### config.mk
export PLATFORM = sky130hd
export DESIGN_NAME = vtg_top
export DESIGN_NICKNAME = d
export VERILOG_FILES = /design/src/rtl/vtg_pkg.sv /design/src/rtl/vtg_axis_geom.sv /design/src/rtl/vtg_raster.sv /design/src/rtl/vtg_prefetch.sv /design/src/rtl/vtg_top.sv
export SDC_FILE = /design/constraint.sdc
export NUM_CORES = 1
export LEC_CHECK = 0
export BUFFER_PORTS_ARGS = -buffer_cell sky130_fd_sc_hd__buf_2
export CAP_MARGIN = 20
export CORE_MARGIN = 2
export CORE_UTILIZATION = 55
export CTS_BUF_LIST = sky130_fd_sc_hd__clkbuf_8
export DETAILED_ROUTE_END_ITERATION = 10
export GPL_ROUTABILITY_DRIVEN = 0
export PLACE_DENSITY = 0.74
export SYNTH_ARGS = -nofsm -noshare
export SYNTH_HDL_FRONTEND = slang
export SYNTH_SLANG_ARGS = --single-unit
### constraint.sdc
create_clock -name clk -period 28.2 [get_ports clk]
set_input_delay 5.64 -clock clk [delete_from_list [all_inputs] [get_ports clk]]
set_output_delay 5.64 -clock clk [all_outputs]
set_load 0.02 [all_outputs]
### src/rtl/vtg_pkg.sv
package vtg_pkg;

   // Prefetch line count from worst-case lines, start-of-frame lines and front porch
   function automatic logic [31:0] pf_line_count(input logic [31:0] wc,
                                                 input logic [31:0] sof,
                                                 input logic [31:0] fp);
      logic [31:0] need;
      if (sof >= wc) return 32'd0;
      need = wc - sof;
      if (fp < need) return fp;
      return need;
   endfunction

   // Pin level of a sync given its active state and polarity choice
   function automatic logic sync_level(input logic active,
                                       input logic low_pol,
                                       input logic force_high);
      return active ^ (low_pol & ~force_high);
   endfunction

endpackage

### src/rtl/vtg_axis_geom.sv
module vtg_axis_geom #(
   parameter int FW       = 12,
   parameter bit SPLIT_EN = 1'b0,
   localparam int TW      = FW + 2
) (
   input  logic [FW-1:0] sw_i,
   input  logic [FW-1:0] bp_i,
   input  logic [FW-1:0] act_i,
   input  logic [FW-1:0] fp_i,
   input  logic          halve_i,
   output logic [TW-1:0] sync_end_o,
   output logic [TW-1:0] act_start_o,
   output logic [TW-1:0] act_end_o,
   output logic [TW-1:0] total_o
);

   // Boundaries measured from the start of the visible region
   logic [TW-1:0] vis_end, sync_beg, sync_fin, tot;
   logic [TW-1:0] vis_end_e, sync_beg_e, sync_fin_e, tot_e;

   assign vis_end  = TW'(act_i);
   assign sync_beg = vis_end + TW'(fp_i);
   assign sync_fin = sync_beg + TW'(sw_i);
   assign tot      = sync_fin + TW'(bp_i);

   generate
      if (SPLIT_EN) begin : g_split
         assign vis_end_e  = halve_i ? (vis_end  >> 1) : vis_end;
         assign sync_beg_e = halve_i ? (sync_beg >> 1) : sync_beg;
         assign sync_fin_e = halve_i ? (sync_fin >> 1) : sync_fin;
         assign tot_e      = halve_i ? (tot      >> 1) : tot;
      end else begin : g_full
         logic unused_halve;
         assign unused_halve = halve_i;
         assign vis_end_e  = vis_end;
         assign sync_beg_e = sync_beg;
         assign sync_fin_e = sync_fin;
         assign tot_e      = tot;
      end
   endgenerate

   // Re-origin at sync start: sync, back porch, visible, front porch
   assign sync_end_o  = sync_fin_e - sync_beg_e;
   assign act_start_o = tot_e - sync_beg_e;
   assign act_end_o   = tot_e - sync_beg_e + vis_end_e;
   assign total_o     = tot_e;

endmodule

### src/rtl/vtg_raster.sv
module vtg_raster #(
   parameter int HTW = 14,
   parameter int VTW = 14,
   parameter int FRW = 16,
   localparam int FCW = HTW + VTW
) (
   input  logic           clk,
   input  logic           rst_n,
   input  logic           en_i,
   input  logic [HTW-1:0] h_total_i,
   input  logic [HTW-1:0] h_sync_end_i,
   input  logic [HTW-1:0] h_act_start_i,
   input  logic [HTW-1:0] h_act_end_i,
   input  logic [VTW-1:0] v_total_i,
   input  logic [VTW-1:0] v_sync_end_i,
   input  logic [VTW-1:0] v_act_start_i,
   input  logic [VTW-1:0] v_act_end_i,
   output logic           running_o,
   output logic           load_o,
   output logic           frame_start_o,
   output logic [HTW-1:0] hcnt_o,
   output logic [VTW-1:0] vcnt_o,
   output logic [FCW-1:0] fcnt_o,
   output logic [FRW-1:0] frame_cnt_o,
   output logic           hs_act_o,
   output logic           vs_act_o,
   output logic           de_o
);

   logic           running_q, stop_arm_q;
   logic [HTW-1:0] hcnt_q;
   logic [VTW-1:0] vcnt_q;
   logic [FCW-1:0] fcnt_q;
   logic [FRW-1:0] frame_cnt_q;
   logic           h_last, v_last, frame_last, frame_start;

   assign h_last      = hcnt_q == (h_total_i - HTW'(1));
   assign v_last      = vcnt_q == (v_total_i - VTW'(1));
   assign frame_last  = running_q & h_last & v_last;
   assign frame_start = running_q & (hcnt_q == '0) & (vcnt_q == '0);

   always_ff @(posedge clk or negedge rst_n) begin
      if (!rst_n) begin
         running_q   <= 1'b0;
         stop_arm_q  <= 1'b0;
         hcnt_q      <= '0;
         vcnt_q      <= '0;
         fcnt_q      <= '0;
         frame_cnt_q <= '0;
      end else if (!running_q) begin
         if (en_i) begin
            running_q   <= 1'b1;
            stop_arm_q  <= 1'b0;
            hcnt_q      <= '0;
            vcnt_q      <= '0;
            fcnt_q      <= FCW'(1);
            frame_cnt_q <= frame_cnt_q + FRW'(1);
         end
      end else begin
         if (frame_start && !en_i) stop_arm_q <= 1'b1;
         if (frame_last) begin
            hcnt_q <= '0;
            vcnt_q <= '0;
            fcnt_q <= FCW'(1);
            if (stop_arm_q) begin
               running_q  <= 1'b0;
               stop_arm_q <= 1'b0;
            end else begin
               frame_cnt_q <= frame_cnt_q + FRW'(1);
            end
         end else begin
            fcnt_q <= fcnt_q + FCW'(1);
            if (h_last) begin
               hcnt_q <= '0;
               vcnt_q <= vcnt_q + VTW'(1);
            end else begin
               hcnt_q <= hcnt_q + HTW'(1);
            end
         end
      end
   end

   assign running_o     = running_q;
   assign load_o        = !running_q | frame_last;
   assign frame_start_o = frame_start;
   assign hcnt_o        = hcnt_q;
   assign vcnt_o        = vcnt_q;
   assign fcnt_o        = fcnt_q;
   assign frame_cnt_o   = frame_cnt_q;
   assign hs_act_o      = running_q & (hcnt_q < h_sync_end_i);
   assign vs_act_o      = running_q & (vcnt_q < v_sync_end_i);
   assign de_o          = running_q &
                          (hcnt_q >= h_act_start_i) & (hcnt_q < h_act_end_i) &
                          (vcnt_q >= v_act_start_i) & (vcnt_q < v_act_end_i);

   // the generator only stops on the last cycle of a frame
   a_r9_stop_at_boundary: assert property (@(posedge clk) disable iff (!rst_n)
      $fell(running_q) |-> $past(frame_last));

   // line and pixel positions stay inside the frame
   a_r10_pos_in_frame: assert property (@(posedge clk) disable iff (!rst_n)
      running_q |-> (vcnt_q < v_total_i) && (hcnt_q < h_total_i));

   // the frame-wide counter restarts at 1 on each frame's first cycle
   a_r6_fcnt_origin: assert property (@(posedge clk) disable iff (!rst_n)
      frame_start |-> fcnt_q == FCW'(1));

endmodule

### src/rtl/vtg_prefetch.sv
module vtg_prefetch #(
   parameter int VW  = 12,
   parameter int HTW = 14,
   parameter int VTW = 14,
   localparam int FCW = HTW + VTW
) (
   input  logic           clk,
   input  logic           rst_n,
   input  logic           running_i,
   input  logic [VW-1:0]  v_sw_i,
   input  logic [VW-1:0]  v_bp_i,
   input  logic [VW-1:0]  v_fp_i,
   input  logic [VW-1:0]  wc_lines_i,
   input  logic [HTW-1:0] h_total_i,
   input  logic [VTW-1:0] v_total_i,
   input  logic [FCW-1:0] fcnt_i,
   output logic           pf_en_o,
   output logic [VW-1:0]  pf_lines_o,
   output logic           fetch_o
);
   import vtg_pkg::*;

   logic [31:0]    sof_lines, n_full;
   logic [VW-1:0]  n_lines;
   logic [VTW-1:0] fetch_line;
   logic [FCW-1:0] fetch_pos;

   assign sof_lines  = 32'(v_bp_i) + 32'(v_sw_i);
   assign n_full     = pf_line_count(32'(wc_lines_i), sof_lines, 32'(v_fp_i));
   assign n_lines    = n_full[VW-1:0];
   assign fetch_line = v_total_i - VTW'(n_lines);
   assign fetch_pos  = FCW'(fetch_line) * FCW'(h_total_i) + FCW'(1);

   assign pf_en_o    = n_lines != '0;
   assign pf_lines_o = n_lines;
   assign fetch_o    = running_i & pf_en_o & (fcnt_i == fetch_pos);

   // prefetch never reaches beyond the front porch
   a_r5_within_porch: assert property (@(posedge clk) disable iff (!rst_n)
      pf_lines_o <= v_fp_i);

endmodule

### src/rtl/vtg_top.sv
module vtg_top #(
   parameter int            HW            = 12,
   parameter int            VW            = 12,
   parameter int            FRW           = 16,
   parameter int            PIXW          = 24,
   parameter logic [PIXW-1:0] ACTIVE_CLR    = 'h808080,
   parameter logic [PIXW-1:0] BORDER_CLR    = 'h0,
   parameter logic [PIXW-1:0] UNDERFLOW_CLR = 'hFF
) (
   input  logic            clk,
   input  logic            rst_n,
   input  logic            en_i,
   input  logic            split_i,
   input  logic            dsi_i,
   input  logic            slave_i,
   input  logic            hpol_i,
   input  logic            vpol_i,
   input  logic [HW-1:0]   h_act_i,
   input  logic [HW-1:0]   h_fp_i,
   input  logic [HW-1:0]   h_sw_i,
   input  logic [HW-1:0]   h_bp_i,
   input  logic [VW-1:0]   v_act_i,
   input  logic [VW-1:0]   v_fp_i,
   input  logic [VW-1:0]   v_sw_i,
   input  logic [VW-1:0]   v_bp_i,
   input  logic [VW-1:0]   wc_lines_i,
   input  logic            underflow_i,
   output logic            hsync_o,
   output logic            vsync_o,
   output logic            de_o,
   output logic [PIXW-1:0] pixel_o,
   output logic            fetch_start_o,
   output logic            pf_en_o,
   output logic [VW-1:0]   pf_lines_o,
   output logic            vsync_irq_o,
   output logic            running_o,
   output logic [FRW-1:0]  frame_cnt_o,
   output logic [VW+1:0]   line_cnt_o
);
   import vtg_pkg::*;

   localparam int HTW = HW + 2;
   localparam int VTW = VW + 2;
   localparam int FCW = HTW + VTW;

   generate
      if (HW < 2 || VW < 2) begin : g_bad_narrow
         $error("vtg_top: HW and VW must be at least 2");
      end
      if (VW > 29 || HW > 29) begin : g_bad_wide
         $error("vtg_top: HW and VW must not exceed 29");
      end
      if (FRW < 1 || PIXW < 1) begin : g_bad_misc
         $error("vtg_top: FRW and PIXW must be positive");
      end
   endgenerate

   // Working configuration, copied from the inputs only at frame boundaries
   logic [HW-1:0] hact_q, hfp_q, hsw_q, hbp_q;
   logic [VW-1:0] vact_q, vfp_q, vsw_q, vbp_q, wc_q;
   logic          split_q, dsi_q, hpol_q, vpol_q;
   logic          load;

   always_ff @(posedge clk or negedge rst_n) begin
      if (!rst_n) begin
         hact_q  <= '0; hfp_q <= '0; hsw_q <= '0; hbp_q <= '0;
         vact_q  <= '0; vfp_q <= '0; vsw_q <= '0; vbp_q <= '0;
         wc_q    <= '0;
         split_q <= 1'b0; dsi_q <= 1'b0; hpol_q <= 1'b0; vpol_q <= 1'b0;
      end else if (load) begin
         hact_q  <= h_act_i; hfp_q <= h_fp_i; hsw_q <= h_sw_i; hbp_q <= h_bp_i;
         vact_q  <= v_act_i; vfp_q <= v_fp_i; vsw_q <= v_sw_i; vbp_q <= v_bp_i;
         wc_q    <= wc_lines_i;
         split_q <= split_i; dsi_q <= dsi_i; hpol_q <= hpol_i; vpol_q <= vpol_i;
      end
   end

   logic [HTW-1:0] h_sync_end, h_act_start, h_act_end, h_total;
   logic [VTW-1:0] v_sync_end, v_act_start, v_act_end, v_total;

   vtg_axis_geom #(.FW(HW), .SPLIT_EN(1'b1)) u_hgeom (
      .sw_i(hsw_q), .bp_i(hbp_q), .act_i(hact_q), .fp_i(hfp_q),
      .halve_i(split_q),
      .sync_end_o(h_sync_end), .act_start_o(h_act_start),
      .act_end_o(h_act_end), .total_o(h_total));

   vtg_axis_geom #(.FW(VW), .SPLIT_EN(1'b0)) u_vgeom (
      .sw_i(vsw_q), .bp_i(vbp_q), .act_i(vact_q), .fp_i(vfp_q),
      .halve_i(1'b0),
      .sync_end_o(v_sync_end), .act_start_o(v_act_start),
      .act_end_o(v_act_end), .total_o(v_total));

   logic           running, frame_start, hs_act, vs_act, de;
   logic [HTW-1:0] hcnt;
   logic [VTW-1:0] vcnt;
   logic [FCW-1:0] fcnt;

   vtg_raster #(.HTW(HTW), .VTW(VTW), .FRW(FRW)) u_raster (
      .clk(clk), .rst_n(rst_n), .en_i(en_i),
      .h_total_i(h_total), .h_sync_end_i(h_sync_end),
      .h_act_start_i(h_act_start), .h_act_end_i(h_act_end),
      .v_total_i(v_total), .v_sync_end_i(v_sync_end),
      .v_act_start_i(v_act_start), .v_act_end_i(v_act_end),
      .running_o(running), .load_o(load), .frame_start_o(frame_start),
      .hcnt_o(hcnt), .vcnt_o(vcnt), .fcnt_o(fcnt),
      .frame_cnt_o(frame_cnt_o),
      .hs_act_o(hs_act), .vs_act_o(vs_act), .de_o(de));

   vtg_prefetch #(.VW(VW), .HTW(HTW), .VTW(VTW)) u_prefetch (
      .clk(clk), .rst_n(rst_n), .running_i(running),
      .v_sw_i(vsw_q), .v_bp_i(vbp_q), .v_fp_i(vfp_q), .wc_lines_i(wc_q),
      .h_total_i(h_total), .v_total_i(v_total), .fcnt_i(fcnt),
      .pf_en_o(pf_en_o), .pf_lines_o(pf_lines_o), .fetch_o(fetch_start_o));

   assign hsync_o     = sync_level(hs_act, hpol_q, dsi_q);
   assign vsync_o     = sync_level(vs_act, vpol_q, dsi_q);
   assign de_o        = de;
   assign vsync_irq_o = frame_start & ~slave_i;
   assign running_o   = running;
   assign line_cnt_o  = vcnt;

   always_comb begin
      if (!de)              pixel_o = BORDER_CLR;
      else if (underflow_i) pixel_o = UNDERFLOW_CLR;
      else                  pixel_o = ACTIVE_CLR;
   end

   // the interrupt never lasts more than one cycle
   a_r12_irq_single: assert property (@(posedge clk) disable iff (!rst_n)
      vsync_irq_o |=> !vsync_irq_o);

   // the fetch strobe lands on a line start inside the vertical front porch
   a_r6_fetch_in_porch: assert property (@(posedge clk) disable iff (!rst_n)
      fetch_start_o |-> (hcnt == '0) && (vcnt >= v_act_end));

   // geometry in use holds steady within a running frame
   a_r11_cfg_steady: assert property (@(posedge clk) disable iff (!rst_n)
      (running && !frame_start) |-> ($stable(h_total) && $stable(v_total)));

   // visible region never overlaps either sync pulse
   a_r2_de_outside_sync: assert property (@(posedge clk) disable iff (!rst_n)
      de |-> (!hs_act && !vs_act));

endmodule

==> flow_summary.json, run 1 <==
{
  "status": "finished clean",
  "wp_buf_inv": 5,
  "drt-vias-per-instance": 6.005,
  "clk_latency_ps": 560,
  "worst_path_dominant_cell_family": "adder cells",
  "rsz_0062_raised_after_global_routing": "false",
  "finalClockSkew_ps": 20.65,
  "max-slew-margin-rel": 0.2659,
  "synth.cell_area_um2": 26780,
  "grt_pass1_vias": 23016,
  "post-route-drc-count": 0,
  "standard_cell_rows": 80,
  "place.detailed.instances": 3775,
  "yosysSeqAreaShare": 0.1738,
  "postCtsSetupBuffers": 0,
  "critical_path_start_end_classification": "reg2out",
  "core_region_area_um2": 47950,
  "drive_above_1_share": 0.1127,
  "post_synth_edffs": 0,
  "whs_path_depth": 1,
  "start_kind": "flop",
  "postSynth.asyncResetShare": 1.000,
  "largest_net_degree_at_the_start_of_global_routing": 90,
  "timing.critical_path.arrival_ps": 15160,
  "min-delay-path-class": "reg2reg",
  "synth_warnings": 0,
  "grt_use_total": 0.2930,
  "crit-reg2reg-launch": "hact_q[0]",
  "reg2reg_to": "u_raster.frame_cnt_o[8]",
  "port_buffers": 175,
  "dr_total_vias": 22867,
  "wl_per_cell_um": 19.14,
  "final.min_clock_period_ps": 20800,
  "cts_tree": "done",
  "finalSetupTns_ps": 0,
  "min-delay-start": "u_raster.frame_cnt_o[15]",
  "finalNetCount": 3837,
  "post_synthesis_average_cell_area_um2": 8.810,
  "worst_pin_slew_ps": 1098,
  "fin_cells": 3808,
  "synthesis.instances": 3040,
  "clockRootBuffer": "clkbuf_8",
  "synth.ff_latch_count": 186,
  "detail_route.iter0.violations": 1606,
  "effective_utilization_at_floorplan": 0.5586,
  "first_pass_iters": 6,
  "rrSetupSlack_ps": 19570,
  "layout.cells.most_common_list": "385 x ha_1, 322 x inv_1, 245 x nand2_1, 193 x nor2_1, 190 x xnor2_1",
  "clockBufferDepth": 2,
  "fmaxAchievable_mhz": 48.09,
  "layout_commonest_cell": "ha_1",
  "grt_antenna_before_repair": 0,
  "critical_path_peak_fanout": 14,
  "critical_path_required_ps": 22560,
  "end_kind": "output port",
  "cts_sinks": 186,
  "final_max_slew_viol_count": 0,
  "fp.dieArea_um2": 50480,
  "hpwlAfterDp_um": 58990,
  "flow.area_growth_from_synthesis_pct": 6.756,
  "synth_ff_type": "dfrtp_1",
  "cts-hold-fix-buffers": 0,
  "ys_types": 94,
  "clk_pin_slew_worst_paths_ps": 120,
  "fp.dieH_um": 224.7,
  "clock_buffers_created_by_tritoncts": 17,
  "slowest_stage": "xor2_1",
  "finalHoldViolations": 0,
  "ios": 190,
  "grt-ovfl-total": 0,
  "die_width_um": 224.7,
  "antenna_diode_count": 0,
  "h-tree-depth": 4,
  "setup_viol": 0,
  "grt_pass1_wl_um": 118000,
  "crit_path_max_incr_delay_ps": 860,
  "critPathMostFrequentCell": "fa_1",
  "max_cap_violations": 0,
  "rr_worst_depth": 30,
  "drt.antenna.violating_nets": 0,
  "drt-total-wl_um": 72900,
  "worst_hold_path.endpoint": "u_raster.frame_cnt_o[15]",
  "cts_repair_resize_count": 0,
  "period_share": 0.7375
}
==> metal layers <==
layer	up-vias	track usage	routed length, um
li1	10752	-	-
met1	11113	0.3745	30280
met2	808	0.4904	34870
met3	194	0.04415	4554
met4	0	0.1337	3184
met5	-	0	0
==> synth_stat cells, drive strengths merged, types with 22 or more instances <==
library cell  number  area [um2]
dfrtp            186        4654
fa               155        3103
nor2b             41       259.0
nand2            245       919.6
and3              31       193.9
nand2b            54       337.8
mux2             135        1520
o21a              33       247.7
or2               26       162.7
inv              323        1212
xnor2            190        1664
o21bai            43       322.8
ha               385        4817
nand4             29       181.4
nor3              51       255.2
nor2             194       735.7
a21oi            170       850.8
buf               46       327.8
nand3             52       260.3
a21o             110       827.0
clkbuf            48       180.2
xor2              91       797.0
o21ai            127       635.6
nor4              22       137.6
==> registers in the layout, indices dropped and copies added (netlist names) <==
signal / flops
hsw_q: 12
vpol_q: 1
hfp_q: 12
hpol_q: 1
u_raster.fcnt_o: 28
u_raster.running_o: 1
vsw_q: 12
wc_q: 12
u_raster.frame_cnt_o: 16
u_raster.stop_arm_q: 1
vbp_q: 12
split_q: 1
u_raster.hcnt_o: 14
dsi_q: 1
u_raster.vcnt_o: 14
hbp_q: 12
hact_q: 12
vact_q: 12
vfp_q: 12
==> kinds of logic (layout without fill, tap and decap cells) <==
| group | Yosys count | after routing | share of synthesized area |
|---|---|---|---|
| other | 1 | 14 | 0.0001400 |
| DFF | 186 | 186 | 0.1738 |
| xor gates and xnor gates | 287 | 287 | 0.09694 |
| AOI/OAI and AO/OA | 642 | 642 | 0.1570 |
| adders and majority gates | 540 | 540 | 0.2957 |
| buffers and inverters | 419 | 559 | 0.06452 |
| muxes | 154 | 154 | 0.06386 |
| and+or+nand+nor | 811 | 811 | 0.1480 |
==> how the worst max path moves through the flow <==
stage | depth (start not counted) | slack, ps | from | to
2_1_floorplan | 59 | 9710 | vbp_q[0] | fetch_start_o
3_3_place_gp | 56 | 8930 | vbp_q[1] | fetch_start_o
3_5_place_dp | 56 | 8430 | vbp_q[1] | fetch_start_o
4_1_cts | 56 | 7740 | vbp_q[0] | fetch_start_o
5_1_grt | 56 | 6260 | vsw_q[0] | fetch_start_o
6_report | 56 | 7400 | vsw_q[0] | fetch_start_o
==> area by class of cell <==
class | instances | area, um2
clock inverters | 15 | 156.4
multi-input cells | 2448 | 20450
well taps | 615 | 769.5
flip-flops and latches | 186 | 4656
inverters | 325 | 1220
fillers | 4178 | 19350
clock buffers | 17 | 234.0
repair buffers | 202 | 1107
==> through the flow <==
stage          utilization  instance area (um2)  worst slack [ps]  hold slack, ps
2_1_floorplan            -                26830              9710           471.0
3_3_place_gp        0.5876                28170              8928           457.3
3_5_place_dp        0.5876                28170              8435           460.5
4_1_cts             0.5957                28560              7742           478.8
5_1_grt             0.5963                28590              6263           509.3
6_report            0.5963                28590              7404           472.9
Power of run 1 is not shown: default switching activity piles up to over one toggle a cycle in this logic, so the estimate is an artifact.
==> run 2: changes to the inputs <==
==> constraint.sdc (replaced) <==
create_clock -name clk -period 20.9 [get_ports clk]
set_input_delay 4.18 -clock clk [delete_from_list [all_inputs] [get_ports clk]]
set_output_delay 4.18 -clock clk [all_outputs]
set_load 0.02 [all_outputs]
==> flow_summary.json, run 2 (synthesis gave the netlist of run 1 again) <==
{
  "grt_antenna_before_repair": 0,
  "grt_use_total": 0.2918,
  "hpwlAfterDp_um": 58830,
  "first_pass_iters": 6,
  "grt_pass1_wl_um": 117600,
  "cts_repair_resize_count": 0,
  "max-slew-margin-rel": 0.2627,
  "critical_path_required_ps": 16720,
  "amount_of_wire_on_met3_after_detailed_routing_um": 4556,
  "place.detailed.instances": 3775,
  "port_buffers": 175,
  "antenna_diode_count": 0,
  "end_kind": "output port",
  "core_region_area_um2": 47950,
  "rsz_0062_raised_after_global_routing": "false",
  "finalClockSkew_ps": 22.18,
  "fin_cells": 3809,
  "clk_pin_slew_worst_paths_ps": 120,
  "grt_pass1_vias": 22956,
  "top_layer_used": "met4",
  "fmaxAchievable_mhz": 52.51,
  "fp.dieArea_um2": 50480,
  "flow.area_growth_from_synthesis_pct": 6.886,
  "status": "finished clean",
  "finalNetCount": 3838,
  "clockBufferDepth": 2,
  "h-tree-depth": 4,
  "worst_pin_slew_ps": 1102,
  "postCtsSetupBuffers": 0,
  "grt-ovfl-total": 0,
  "setup_viol": 0,
  "layout.cells.most_common_list": "385 x ha_1, 322 x inv_1, 245 x nand2_1, 193 x nor2_1, 190 x xnor2_1",
  "finalSetupTns_ps": 0,
  "drive_above_1_share": 0.1130,
  "slowest_stage": "xor2_1",
  "detail_route.iter0.violations": 1605,
  "critical_path_start_end_classification": "reg2out",
  "drt-vias-per-instance": 5.992,
  "timing.critical_path.arrival_ps": 14870,
  "cts_sinks": 186,
  "drt-total-wl_um": 72610,
  "post-route-drc-count": 0,
  "crit_path_max_incr_delay_ps": 850,
  "met2RoutedLength_um": 34820,
  "clock_buffers_created_by_tritoncts": 17,
  "rr_worst_depth": 30,
  "standard_cell_rows": 80,
  "max_cap_violations": 0,
  "die_width_um": 224.7,
  "dr_total_vias": 22825,
  "start_kind": "flop",
  "clockRootBuffer": "clkbuf_8",
  "wl_per_cell_um": 19.06,
  "critical_path_peak_fanout": 14,
  "effective_utilization_at_floorplan": 0.5586,
  "fp.dieH_um": 224.7,
  "ios": 190,
  "final.min_clock_period_ps": 19050,
  "largest_register_ff_count": 28,
  "wirelength_met1_um": 30400,
  "cts_tree": "done",
  "layout_commonest_cell": "ha_1",
  "finalHoldViolations": 0,
  "final_max_slew_viol_count": 0,
  "largest_net_degree_at_the_start_of_global_routing": 90,
  "drt.antenna.violating_nets": 0,
  "whs_path_depth": 1,
  "period_share": 0.9113,
  "critPathMostFrequentCell": "a21oi_1",
  "min-delay-path-class": "reg2reg",
  "cts-hold-fix-buffers": 0,
  "clk_latency_ps": 550
}
run 2: changes by cell type in the layout (fill, tap and decap cells not counted), sizes merged:
| cell | previous run | this run |
|---|---|---|
| clkbuf | 18 | 19 |
| clkinvlp | 1 | 3 |
| clkinv | 9 | 4 |
| bufinv | 0 | 1 |
| inv | 330 | 331 |
| buf | 201 | 202 |
run 2: worst paths after layout:
| check | from | endpoint | slack (ps) |
|---|---|---|---|
| worst max-delay path | vbp_q[1] | fetch_start_o | 1850 |
| max in group asynchronous | rst_n | u_raster.fcnt_o[14] | 15500 |
| worst min register to register | u_raster.frame_cnt_o[15] | u_raster.frame_cnt_o[15] | 480 |
| worst min-delay path | u_raster.frame_cnt_o[15] | u_raster.frame_cnt_o[15] | 480 |
| min in group asynchronous | rst_n | u_raster.frame_cnt_o[12] | 3600 |
| worst max register to register | hact_q[0] | u_raster.frame_cnt_o[8] | 12250 |
run 2: metrics by stage:
step	hold WS, ps	cell area [um2]	utilization	setup slack (ps)
global route	509.5	28630	0.5971	756.2
finish	480.1	28630	0.5971	1855
CTS	482.9	28570	0.5959	2071
global placement	457.3	28170	0.5876	3087
detailed placement	457.7	28170	0.5876	2727
floorplan	471.0	26830	-	3870
run 2: critical path: cells and delay by family, from the launching register on:
kind | cells | cell delay (ps)
and+or+nand+nor | 11 | 2320
adders and majority gates | 11 | 4800
DFF | 1 | 450
AOI/OAI and AO/OA | 26 | 5260
buffers and inverters | 4 | 440
xor gates and xnor gates | 3 | 1100
run 2: layout make-up:
class / count / area (um2)
Inverter: 325 / 1220
Fill cell: 4193 / 19320
Tap cell: 615 / 769.5
Timing Repair Buffer: 203 / 1135
Clock buffer: 18 / 247.7
Multi-Input combinational cell: 2448 / 20450
Clock inverter: 14 / 150.1
Sequential cell: 186 / 4656
run 2: per-layer routing:
metal  track usage  vias to the layer above
met5             0                        -
met4        0.1256                        0
met3       0.04507                      174
met2        0.4894                      800
met1        0.3744                    11109
li1              -                    10742
Power of run 2 is left out for the same reason.
